`src/rtl/pcm_pkg.sv`:
```
package pcm_pkg;
  typedef enum logic {
    DITH_UP   = 1'b0,
    DITH_DOWN = 1'b1
  } dith_dir_e;
endpackage

```
`src/rtl/pcm_period_gen.sv`:
```
module pcm_period_gen
  import pcm_pkg::*;
#(
  parameter int PERIOD_NOM    = 200,
  parameter int DITHER_PERMIL = 35,
  parameter int DUTY_PCT      = 80,
  parameter int BLANK_PERMIL  = 27,
  localparam int DMAX = (PERIOD_NOM * DITHER_PERMIL) / 1000,
  localparam int PMAX = PERIOD_NOM + DMAX,
  localparam int CW   = $clog2(PMAX + 1)
) (
  input  logic          clk,
  input  logic          rst_n,
  input  logic          en_i,
  output logic [CW-1:0] cnt_o,
  output logic [CW-1:0] max_on_o,
  output logic [CW-1:0] blank_o,
  output logic          start_o
);
  localparam int IW = $clog2(2 * DMAX + 2);
  localparam int PW = CW + 10;

  logic [CW-1:0] cnt_q, cnt_d, period;
  logic [IW-1:0] idx_q, idx_d;
  dith_dir_e     dir_q, dir_d;
  logic          wrap;
  logic [PW-1:0] duty_prod, blank_prod;

  // current period from dither index; limits scale with it
  always_comb begin
    period     = CW'(PERIOD_NOM - DMAX) + CW'(idx_q);
    wrap       = (cnt_q == period - CW'(1));
    duty_prod  = PW'(period) * PW'(DUTY_PCT);
    blank_prod = PW'(period) * PW'(BLANK_PERMIL);
    max_on_o   = CW'(duty_prod / PW'(100));
    blank_o    = CW'(blank_prod / PW'(1000));
    cnt_o      = cnt_q;
    start_o    = en_i && (cnt_q == '0);
  end

  always_comb begin
    cnt_d = cnt_q;
    if (!en_i)     cnt_d = '0;
    else if (wrap) cnt_d = '0;
    else           cnt_d = cnt_q + CW'(1);
  end

  generate
    if (DMAX > 0) begin : g_dither
      always_comb begin
        idx_d = idx_q;
        dir_d = dir_q;
        if (en_i && wrap) begin
          if (dir_q == DITH_UP) begin
            if (idx_q == IW'(2 * DMAX)) begin
              dir_d = DITH_DOWN;
              idx_d = idx_q - IW'(1);
            end else begin
              idx_d = idx_q + IW'(1);
            end
          end else begin
            if (idx_q == '0) begin
              dir_d = DITH_UP;
              idx_d = idx_q + IW'(1);
            end else begin
              idx_d = idx_q - IW'(1);
            end
          end
        end
      end
    end else begin : g_fixed
      always_comb begin
        idx_d = idx_q;
        dir_d = dir_q;
      end
    end
  endgenerate

  always_ff @(posedge clk or negedge rst_n) begin
    if (!rst_n) begin
      cnt_q <= '0;
      idx_q <= IW'(DMAX);
      dir_q <= DITH_UP;
    end else begin
      cnt_q <= cnt_d;
      idx_q <= idx_d;
      dir_q <= dir_d;
    end
  end
endmodule

```
`src/rtl/pcm_setpoint.sv`:
```
module pcm_setpoint #(
  parameter int FB_W      = 10,
  parameter int SP_W      = 8,
  parameter int SP_CEIL   = 180,
  parameter int SS_CYCLES = 1800
) (
  input  logic            clk,
  input  logic            rst_n,
  input  logic            en_i,
  input  logic [FB_W-1:0] fb_code_i,
  output logic [SP_W-1:0] setpoint_o,
  output logic            err_o
);
  localparam int SS_STEP = (SS_CYCLES / SP_CEIL) > 0 ? (SS_CYCLES / SP_CEIL) : 1;
  localparam int DW      = $clog2(SS_STEP + 1);

  logic [SP_W-1:0] ss_q, ss_d, sp_q, sp_d;
  logic [DW-1:0]   div_q, div_d;
  logic            err_q, err_d;
  logic [FB_W-1:0] raw, ss_ext;

  always_comb begin
    raw    = fb_code_i / FB_W'(3);
    ss_ext = FB_W'(ss_q);
    sp_d   = '0;
    err_d  = 1'b0;
    if (en_i) begin
      sp_d  = (raw < ss_ext) ? SP_W'(raw) : ss_q;
      err_d = (raw >= FB_W'(SP_CEIL));
    end
  end

  // soft-start ramp: one step every SS_STEP enabled cycles
  always_comb begin
    ss_d  = ss_q;
    div_d = div_q;
    if (!en_i) begin
      ss_d  = '0;
      div_d = '0;
    end else if (ss_q < SP_W'(SP_CEIL)) begin
      if (div_q == DW'(SS_STEP - 1)) begin
        div_d = '0;
        ss_d  = ss_q + SP_W'(1);
      end else begin
        div_d = div_q + DW'(1);
      end
    end
  end

  always_ff @(posedge clk or negedge rst_n) begin
    if (!rst_n) begin
      ss_q  <= '0;
      div_q <= '0;
      sp_q  <= '0;
      err_q <= 1'b0;
    end else begin
      ss_q  <= ss_d;
      div_q <= div_d;
      sp_q  <= sp_d;
      err_q <= err_d;
    end
  end

  assign setpoint_o = sp_q;
  assign err_o      = err_q;
endmodule

```
`src/rtl/pcm_gate_ctl.sv`:
```
module pcm_gate_ctl #(
  parameter int CW = 8
) (
  input  logic          clk,
  input  logic          rst_n,
  input  logic          en_i,
  input  logic [CW-1:0] cnt_i,
  input  logic [CW-1:0] max_on_i,
  input  logic [CW-1:0] blank_i,
  input  logic          cs_trip_i,
  input  logic          opl_trip_i,
  input  logic          skip_i,
  output logic          gate_o
);
  logic gate_q, gate_d;
  logic past_blank, end_evt;

  always_comb begin
    past_blank = (cnt_i > blank_i);
    end_evt    = skip_i || (cnt_i >= max_on_i) ||
                 (past_blank && (cs_trip_i || opl_trip_i));
    gate_d     = gate_q;
    if (!en_i)                gate_d = 1'b0;
    else if (cnt_i == '0)     gate_d = !skip_i;
    else if (gate_q && end_evt) gate_d = 1'b0;
  end

  always_ff @(posedge clk or negedge rst_n) begin
    if (!rst_n) gate_q <= 1'b0;
    else        gate_q <= gate_d;
  end

  assign gate_o = gate_q;
endmodule

```
`src/rtl/pcm_cycle_ctrl.sv`:
```
module pcm_cycle_ctrl #(
  parameter int PERIOD_NOM    = 200,
  parameter int DITHER_PERMIL = 35,
  parameter int DUTY_PCT      = 80,
  parameter int BLANK_PERMIL  = 27,
  parameter int FB_W          = 10,
  parameter int SP_W          = 8,
  parameter int SP_CEIL       = 180,
  parameter int SS_CYCLES     = 1800
) (
  input  logic            clk,
  input  logic            rst_n,
  input  logic            en_i,
  input  logic [FB_W-1:0] fb_code_i,
  input  logic            cs_trip_i,
  input  logic            opl_trip_i,
  input  logic            skip_i,
  output logic            gate_o,
  output logic [SP_W-1:0] setpoint_o,
  output logic            err_flag_o,
  output logic            cycle_start_o
);
  localparam int DMAX = (PERIOD_NOM * DITHER_PERMIL) / 1000;
  localparam int CW   = $clog2(PERIOD_NOM + DMAX + 1);

  logic [CW-1:0] cnt, max_on, blank;

  pcm_period_gen #(
    .PERIOD_NOM   (PERIOD_NOM),
    .DITHER_PERMIL(DITHER_PERMIL),
    .DUTY_PCT     (DUTY_PCT),
    .BLANK_PERMIL (BLANK_PERMIL)
  ) u_period (
    .clk     (clk),
    .rst_n   (rst_n),
    .en_i    (en_i),
    .cnt_o   (cnt),
    .max_on_o(max_on),
    .blank_o (blank),
    .start_o (cycle_start_o)
  );

  pcm_gate_ctl #(.CW(CW)) u_gate (
    .clk       (clk),
    .rst_n     (rst_n),
    .en_i      (en_i),
    .cnt_i     (cnt),
    .max_on_i  (max_on),
    .blank_i   (blank),
    .cs_trip_i (cs_trip_i),
    .opl_trip_i(opl_trip_i),
    .skip_i    (skip_i),
    .gate_o    (gate_o)
  );

  pcm_setpoint #(
    .FB_W     (FB_W),
    .SP_W     (SP_W),
    .SP_CEIL  (SP_CEIL),
    .SS_CYCLES(SS_CYCLES)
  ) u_setpoint (
    .clk       (clk),
    .rst_n     (rst_n),
    .en_i      (en_i),
    .fb_code_i (fb_code_i),
    .setpoint_o(setpoint_o),
    .err_o     (err_flag_o)
  );
endmodule

```
`config.mk`:
```
export PLATFORM = sky130hd
export DESIGN_NAME = pcm_cycle_ctrl
export DESIGN_NICKNAME = d
export VERILOG_FILES = /design/src/rtl/pcm_pkg.sv /design/src/rtl/pcm_period_gen.sv /design/src/rtl/pcm_setpoint.sv /design/src/rtl/pcm_gate_ctl.sv /design/src/rtl/pcm_cycle_ctrl.sv
export SDC_FILE = /design/constraint.sdc
export NUM_CORES = 1
export LEC_CHECK = 0
export BUFFER_PORTS_ARGS = -buffer_cell sky130_fd_sc_hd__buf_2
export CAP_MARGIN = 40
export CORE_MARGIN = 2
export CORE_UTILIZATION = 41
export CTS_BUF_LIST = sky130_fd_sc_hd__clkbuf_4 sky130_fd_sc_hd__clkbuf_8
export CTS_CLUSTER_DIAMETER = 60
export DETAILED_ROUTE_END_ITERATION = 6
export SETUP_SLACK_MARGIN = 0.4
export SLEW_MARGIN = 20
export SYNTH_ARGS = -nofsm -noshare
export SYNTH_HDL_FRONTEND = slang
export SYNTH_HIERARCHICAL = 1
export SYNTH_SLANG_ARGS = --single-unit
```
`constraint.sdc`:
```
create_clock -name clk -period 9.04 [get_ports clk]
set_input_delay 2.26 -clock clk [delete_from_list [all_inputs] [get_ports clk]]
set_output_delay 2.26 -clock clk [all_outputs]
set_load 0.02 [all_outputs]
```
==> results.toml, run 1 <==
[clock_tree]
clockBufferDepth = 2
clock_sinks = 35
cts_hold_buf = 0
tritoncts = "done"
insertion_delay_ns = 0.29
cts-root-buf = "clkbuf_8"
path_clk_slew_ns = 0.08
cts_buffers = 5
htree_levels = 2

[worst_setup_path]
worstPathArrival_ns = 8.44
worstPathRequired_ns = 9.24
crit_fanout = 10
r2r-end = "u_gate/gate_o$_DFFE_PN0P_"
crit_top_cell = "ha_1"
path_class = "flip-flop to flip-flop"
r2r_start = "u_period/idx_q[0]$_DFFE_PN1P_"
critPathLaunch = "u_period/idx_q[0]$_DFFE_PN1P_"
worst_setup_path_end_kind = "flip-flop"
endpoint = "u_gate/gate_o$_DFFE_PN0P_"
r2r_cells = 36
worst_setup_path_start_kind = "flip-flop"
slowest_stage = "dfstp_4"
cpPeakStageDelay_ns = 0.67
reg2reg_slack_ns = 0.80

[die]
ioPinCount = 27
fp.dieArea_sq_um = 15400
core_sq_um = 14000
rows = 43
die_w_um = 124
die_height_um = 124
initial_core_util = 0.424

[synth]
ys.warnings.count = 6
avgSynthCellArea_sq_um = 7.95
synthTopCellsByArea = "ha_1 (14%), dfrtp_1 (14%), xnor2_1 (4.1%)"
yosysTopAreaCell = "ha_1"
synth_top_area_share = 0.141
async_flop_share = 1.00
syn_area_sq_um = 5930
ys.flop_type = "dfrtp_1"
ys_ff_latch = 35
synth_edf_count = 0
synth_common_cells = "ha_1 (67), inv_1 (64), nand2_1 (56)"
synth-seq-area-share = 0.148
yosysMostFrequentCell = "ha_1"
syn_inst = 746
yosysUniqueCellTypes = 105

[grt]
antenna_found_initial = 0
grt-ovfl-total = 0
busiest_layer = "met2"
track_usage = 0.173
grtUsageMet1 = 0.234
grt_start_max_net_pins = 36
use_met3 = 0.0168
grt_pass1_wl_mm = 23.6
grt_use_met2 = 0.305
grt_pass1_vias = 5061

[drt]
drc = 0
postRouteAntennaNets = 0
viasPerCell = 5.79
first_pass_iters = 6
vias = 5476
drt-total-wl_mm = 14.0
drtIter0Drc = 323
wl_per_cell_um = 14.9

[timing]
finalCriticalPeriod_ns = 8.24
setup-tns-final_ns = 0
finalSetupViolCount = 0
tightestPinTransition_ns = 0.842
hold_viol = 0
rsz0062_at_grt = "no"
max_freq_mhz = 121
period_share = 0.911
fin_ws_ns = 0.800
relSlewSlack = 0.435
maxSlewViolCount = 0
skew_ns = 0.00701

[placed_design]
dpl_cell_area_sq_um = 6090
dp_slack_ns = 0.393
dp.final_hpwl_mm = 10.7
portBuffers = 26
gp_congestion = 0.839

[status]
outcome = "completed"

[power]
p_leak_nw = 2.92
power.switching_w = 0.000133
p_comb_frac = 0.249
clockPowerShare = 0.352
seqPwrFrac = 0.399
ir_drop_uv = 67.8
p_per_area_nw_per_um2 = 65.3
p_sw_frac = 0.318
p_int_w = 0.000285

[final_layout]
area_growth_pct = 7.93
drive_gt1_frac = 0.145
antenna_cells = 0
nets = 851
final_area_sq_um = 6400

[flow_run]
cap_violations = 0

[hold_path]
hold_path.class = "flip-flop to flip-flop"
-- final cells by class --
cell class                 count  area [sq um]
inverter                      66           259
timing repair buffer          45           290
sequential                    35           887
tap                          180           225
fill                        1389          7590
clock buffer                   5          68.8
clock inverter                 3          43.8
multi-input combinational    611          4630
-- worst max-delay path: cells and delay by family, from the launching register on --
| kind | cells | cell delay [ns] |
|---|---|---|
| AOI/OAI and AO/OA | 15 | 2.98 |
| xor gates and xnor gates | 2 | 0.37 |
| adders and majority gates | 6 | 1.73 |
| buffers and inverters | 2 | 0.35 |
| DFF | 1 | 0.67 |
| muxes | 1 | 0.13 |
| and+or+nand+nor | 10 | 1.93 |
-- worst min path at each step --
stage,cells after the start,end,startpoint
2_1_floorplan,2,u_period/idx_q[1]$_DFFE_PN1P_,u_period/idx_q[1]$_DFFE_PN1P_
3_3_place_gp,2,u_setpoint/div_q[2]$_DFFE_PN0P_,u_setpoint/div_q[2]$_DFFE_PN0P_
3_5_place_dp,2,u_period/idx_q[1]$_DFFE_PN1P_,u_period/idx_q[1]$_DFFE_PN1P_
4_1_cts,2,u_period/idx_q[1]$_DFFE_PN1P_,u_period/idx_q[1]$_DFFE_PN1P_
5_1_grt,2,u_period/idx_q[1]$_DFFE_PN1P_,u_period/idx_q[1]$_DFFE_PN1P_
6_report,2,u_setpoint/div_q[2]$_DFFE_PN0P_,u_setpoint/div_q[2]$_DFFE_PN0P_
-- logic make-up (layout without fill, tap and decap cells) --
kind of cell	after synthesis	in the layout	share of synthesized area
simple gates	253	253	0.241
compound gates	227	227	0.282
buf+inv	103	119	0.0831
fa+ha+maj	72	72	0.157
xor+xnor	45	45	0.0709
flops	35	35	0.148
mux	10	10	0.0181
other cells	1	4	0.000632
-- layer usage --
metal / share of wire / wire, um
met1: 0.47 / 6600
met2: 0.49 / 6940
met3: 0.027 / 374
met4: 0.0093 / 130
met5: 0 / 0
-- layout by cell type, fill, tap and decap left out, types with 5 or more instances in the layout --
master / synthesis / final
ha_1: 67 / 64
inv_1: 64 / 63
nand2_1: 56 / 56
o21ai_0: 44 / 44
nor2_1: 43 / 42
a21oi_1: 33 / 33
dfrtp_1: 32 / 32
xnor2_1: 28 / 28
buf_2: 13 / 26
and3_1: 19 / 19
buf_4: 8 / 17
nand3_1: 17 / 17
nor3_1: 16 / 16
a31oi_1: 15 / 15
xor2_1: 15 / 14
or3_1: 13 / 13
and2_1: 13 / 13
o211ai_1: 12 / 12
a211oi_1: 12 / 11
a21o_1: 10 / 10
nor2b_1: 9 / 9
nand2b_1: 9 / 9
o21ai_1: 9 / 9
a21boi_1: 8 / 8
o21a_1: 7 / 7
nand4_1: 7 / 7
mux2i_1: 7 / 7
clkbuf_8: 0 / 5
or2_2: 5 / 5
a21boi_0: 5 / 5
nor3b_1: 5 / 5
-- flip-flops by register name, indices dropped and copies added (netlist names) --
signal / count
u_period/cnt_o: 8
u_gate/gate_o: 1
u_setpoint/err_o: 1
u_setpoint/ss_q: 8
u_period/dir_q: 1
u_setpoint/setpoint_o: 8
u_setpoint/div_q: 4
u_period/idx_q: 4
-- power by group through the flow --
stage	Clock [W]	Sequential (W)	Combinational [W]
floorplan	0	0.000172	0.0000789
CTS	0.000153	0.000167	0.000103
global route	0.000158	0.000168	0.000117
detailed placement	0	0.000170	0.000102
global placement	0	0.000170	0.0000987
finish	0.000147	0.000167	0.000104
-- stage by stage --
stage	hold WS [ns]	total power, W	utilization	std cells
2_1_floorplan	0.517	0.000251	-	749
3_3_place_gp	0.554	0.000269	0.435	922
3_5_place_dp	0.573	0.000272	0.435	922
4_1_cts	0.587	0.000422	0.444	930
5_1_grt	0.599	0.000443	0.458	945
6_report	0.589	0.000418	0.458	945
-- timing repair --
| action | CTS | global route |
|---|---|---|
| cloned | 0 | 0 |
| pin swaps | 0 | 3 |
| buffers inserted | 0 | 13 |
| endpoints found under the setup margin | 1 | 1 |
| resized for setup | 1 | 13 |
Power figures use the tool's default switching activity.
==> run 2: changes to the inputs <==
==> constraint.sdc (replaced) <==
create_clock -name clk -period 6.9 [get_ports clk]
set_input_delay 1.725 -clock clk [delete_from_list [all_inputs] [get_ports clk]]
set_output_delay 1.725 -clock clk [all_outputs]
set_load 0.02 [all_outputs]
==> run 2 against run 1 <==
The run now ends with setup timing left. Register-to-register slack worse by 1.0 ns. Critical path depth up 1. Count of clock-buffer cells in the layout up 1. Setup slack worse by 1.0 ns. Sequential cell count unchanged. Die area unchanged. Critical path type unchanged. Non-clock buffer count up 100. Combinational power up 36%. Sequential power up 31%.
==> results.toml, run 2 (same netlist as run 1, synthesis figures left out) <==
[drt]
drc = 0
vias = 5874
routed-wl-met2_mm = 8.14
postRouteAntennaNets = 0
dr_wl_met3_um = 464
routed.top_layer = "met4"
wl_per_cell_um = 14.9
first_pass_iters = 5
drtIter0Drc = 379
viasPerCell = 5.62
drt-total-wl_mm = 15.6
wl_met1_mm = 6.83

[clock_tree]
cts_hold_buf = 0
cts-root-buf = "clkbuf_8"
cts_buffers = 5
tritoncts = "done"
path_clk_slew_ns = 0.08
htree_levels = 2
insertion_delay_ns = 0.29
clock_sinks = 35
clockBufferDepth = 2

[final_layout]
final_cell_count_no_fill = 1046
final_common_cell = "buf_4"
area_growth_pct = 28.3
nets = 952
num-fill-cells = 1276
antenna_cells = 0
final_area_sq_um = 7610
mostFrequentLayoutCells = "buf_4 (112), inv_1 (62), ha_1 (59)"
drive_gt1_frac = 0.297

[worst_setup_path]
path_class = "flip-flop to flip-flop"
crit_fanout = 7
worstPathArrival_ns = 7.32
slowest_stage = "dfstp_2"
cpPeakStageDelay_ns = 0.61
worst_setup_path_start_kind = "flip-flop"
worstPathRequired_ns = 7.10
worst_setup_path_end_kind = "flip-flop"
crit_top_cell = "ha_4"

[status]
violations = "setup timing"
outcome = "finished with violations"

[timing]
finalCriticalPeriod_ns = 7.12
hold_viol = 0
skew_ns = 0.00464
tightestPinTransition_ns = 0.597
rsz0062_at_grt = "yes"
period_share = 1.03
max_freq_mhz = 140
fin_ws_ns = -0.220
maxSlewViolCount = 0
finalSetupViolCount = 1
relSlewSlack = 0.599

[power]
ir_drop_uv = 72.9
p_leak_nw = 3.48
p_total_w = 0.000556
p_per_area_nw_per_um2 = 73.0

[placed_design]
portBuffers = 26
dp.final_hpwl_mm = 11.7
gp_congestion = 0.864
dp.cells = 1011
dpl_cell_area_sq_um = 6890

[grt]
grt_pass1_vias = 5868
track_usage = 0.197
grt-ovfl-total = 0
antenna_found_initial = 0
grt_start_max_net_pins = 36
grt_pass1_wl_mm = 26.8

[hold_path]
hold_path.class = "flip-flop to flip-flop"

[die]
ioPinCount = 27
die_w_um = 124
core_sq_um = 14000
fp.dieArea_sq_um = 15400
rows = 43
die_height_um = 124
initial_core_util = 0.424

[flow_run]
cap_violations = 0
## run 2: cell count changes in the layout (fill, tap and decap cells not counted), sizes merged
| cell | previous run | this run |
|---|---|---|
| buf | 44 | 144 |
| clkbuf | 6 | 7 |
| clkinv | 3 | 2 |
| clkinvlp | 1 | 0 |
| o21bai | 3 | 4 |
| inv | 64 | 65 |
## run 2: layer usage
metal  vias to the layer above  GRT usage
met5                         -          0
met4                         0     0.0403
met3                        20     0.0241
met2                        96      0.362
met1                      2799      0.248
li1                       2959          -
## run 2: final timing paths
check                                                 from                            endpoint  slack, ns  cells after the start
setup / recovery             u_period/idx_q[0]$_DFFE_PN1P_           u_gate/gate_o$_DFFE_PN0P_      -0.22                     37
hold / removal             u_setpoint/div_q[2]$_DFFE_PN0P_     u_setpoint/div_q[2]$_DFFE_PN0P_       0.59                      2
setup reg to reg             u_period/idx_q[0]$_DFFE_PN1P_           u_gate/gate_o$_DFFE_PN0P_      -0.22                     37
hold reg to reg            u_setpoint/div_q[2]$_DFFE_PN0P_     u_setpoint/div_q[2]$_DFFE_PN0P_       0.59                      2
max in group asynchronous                            rst_n       u_period/idx_q[2]$_DFFE_PN1P_       5.17                      2
min in group asynchronous                            rst_n  u_setpoint/setpoint_o[0]$_DFF_PN0_       1.26                      1
## run 2: final cells by class
type                       instances  area, sq um  share of cell area
sequential                        35          880               0.116
timing repair buffer             145         1080               0.142
tap                              180          225              0.0296
clock inverter                     2         35.0             0.00460
multi-input combinational        612         5050               0.663
inverter                          66          258              0.0339
clock buffer                       6         82.6              0.0109
## run 2: timing repair
item,4_1_cts,5_1_grt
gates resized for setup,45,29
pin swaps,49,38
hold endpoints to repair,0,0
endpoints found under the setup margin,1,8
setup buffers,17,8
gates cloned,1,0
## run 2: where the power goes
group	switching [W]	leakage [nW]	internal [W]	total (W)
combinational	0.0000854	2.95	0.0000552	0.000141
sequential	0.00000701	0.469	0.000212	0.000219
clock	0.0000793	0.0612	0.000117	0.000196
## run 2: critical path, delay by kind of cell, from the launching register on
kind            cells  cell delay [ns]
fa+ha+maj           6             1.52
xor+xnor            1             0.18
simple gates        9             1.61
compound gates     15             2.40
mux                 1             0.10
flops               1             0.61
buf+inv             5             0.62
## run 2: stage by stage
| step | TNS, ns | worst slack, ns | util | hold slack, ns |
|---|---|---|---|---|
| finish | -0.220 | -0.220 | 0.544 | 0.589 |
| global route | -0.627 | -0.627 | 0.544 | 0.621 |
| CTS | -0.199 | -0.199 | 0.528 | 0.584 |
| detailed placement | -0.423 | -0.423 | 0.492 | 0.577 |
| global placement | -0.177 | -0.177 | 0.492 | 0.547 |
| floorplan | -0.492 | -0.492 | - | 0.531 |
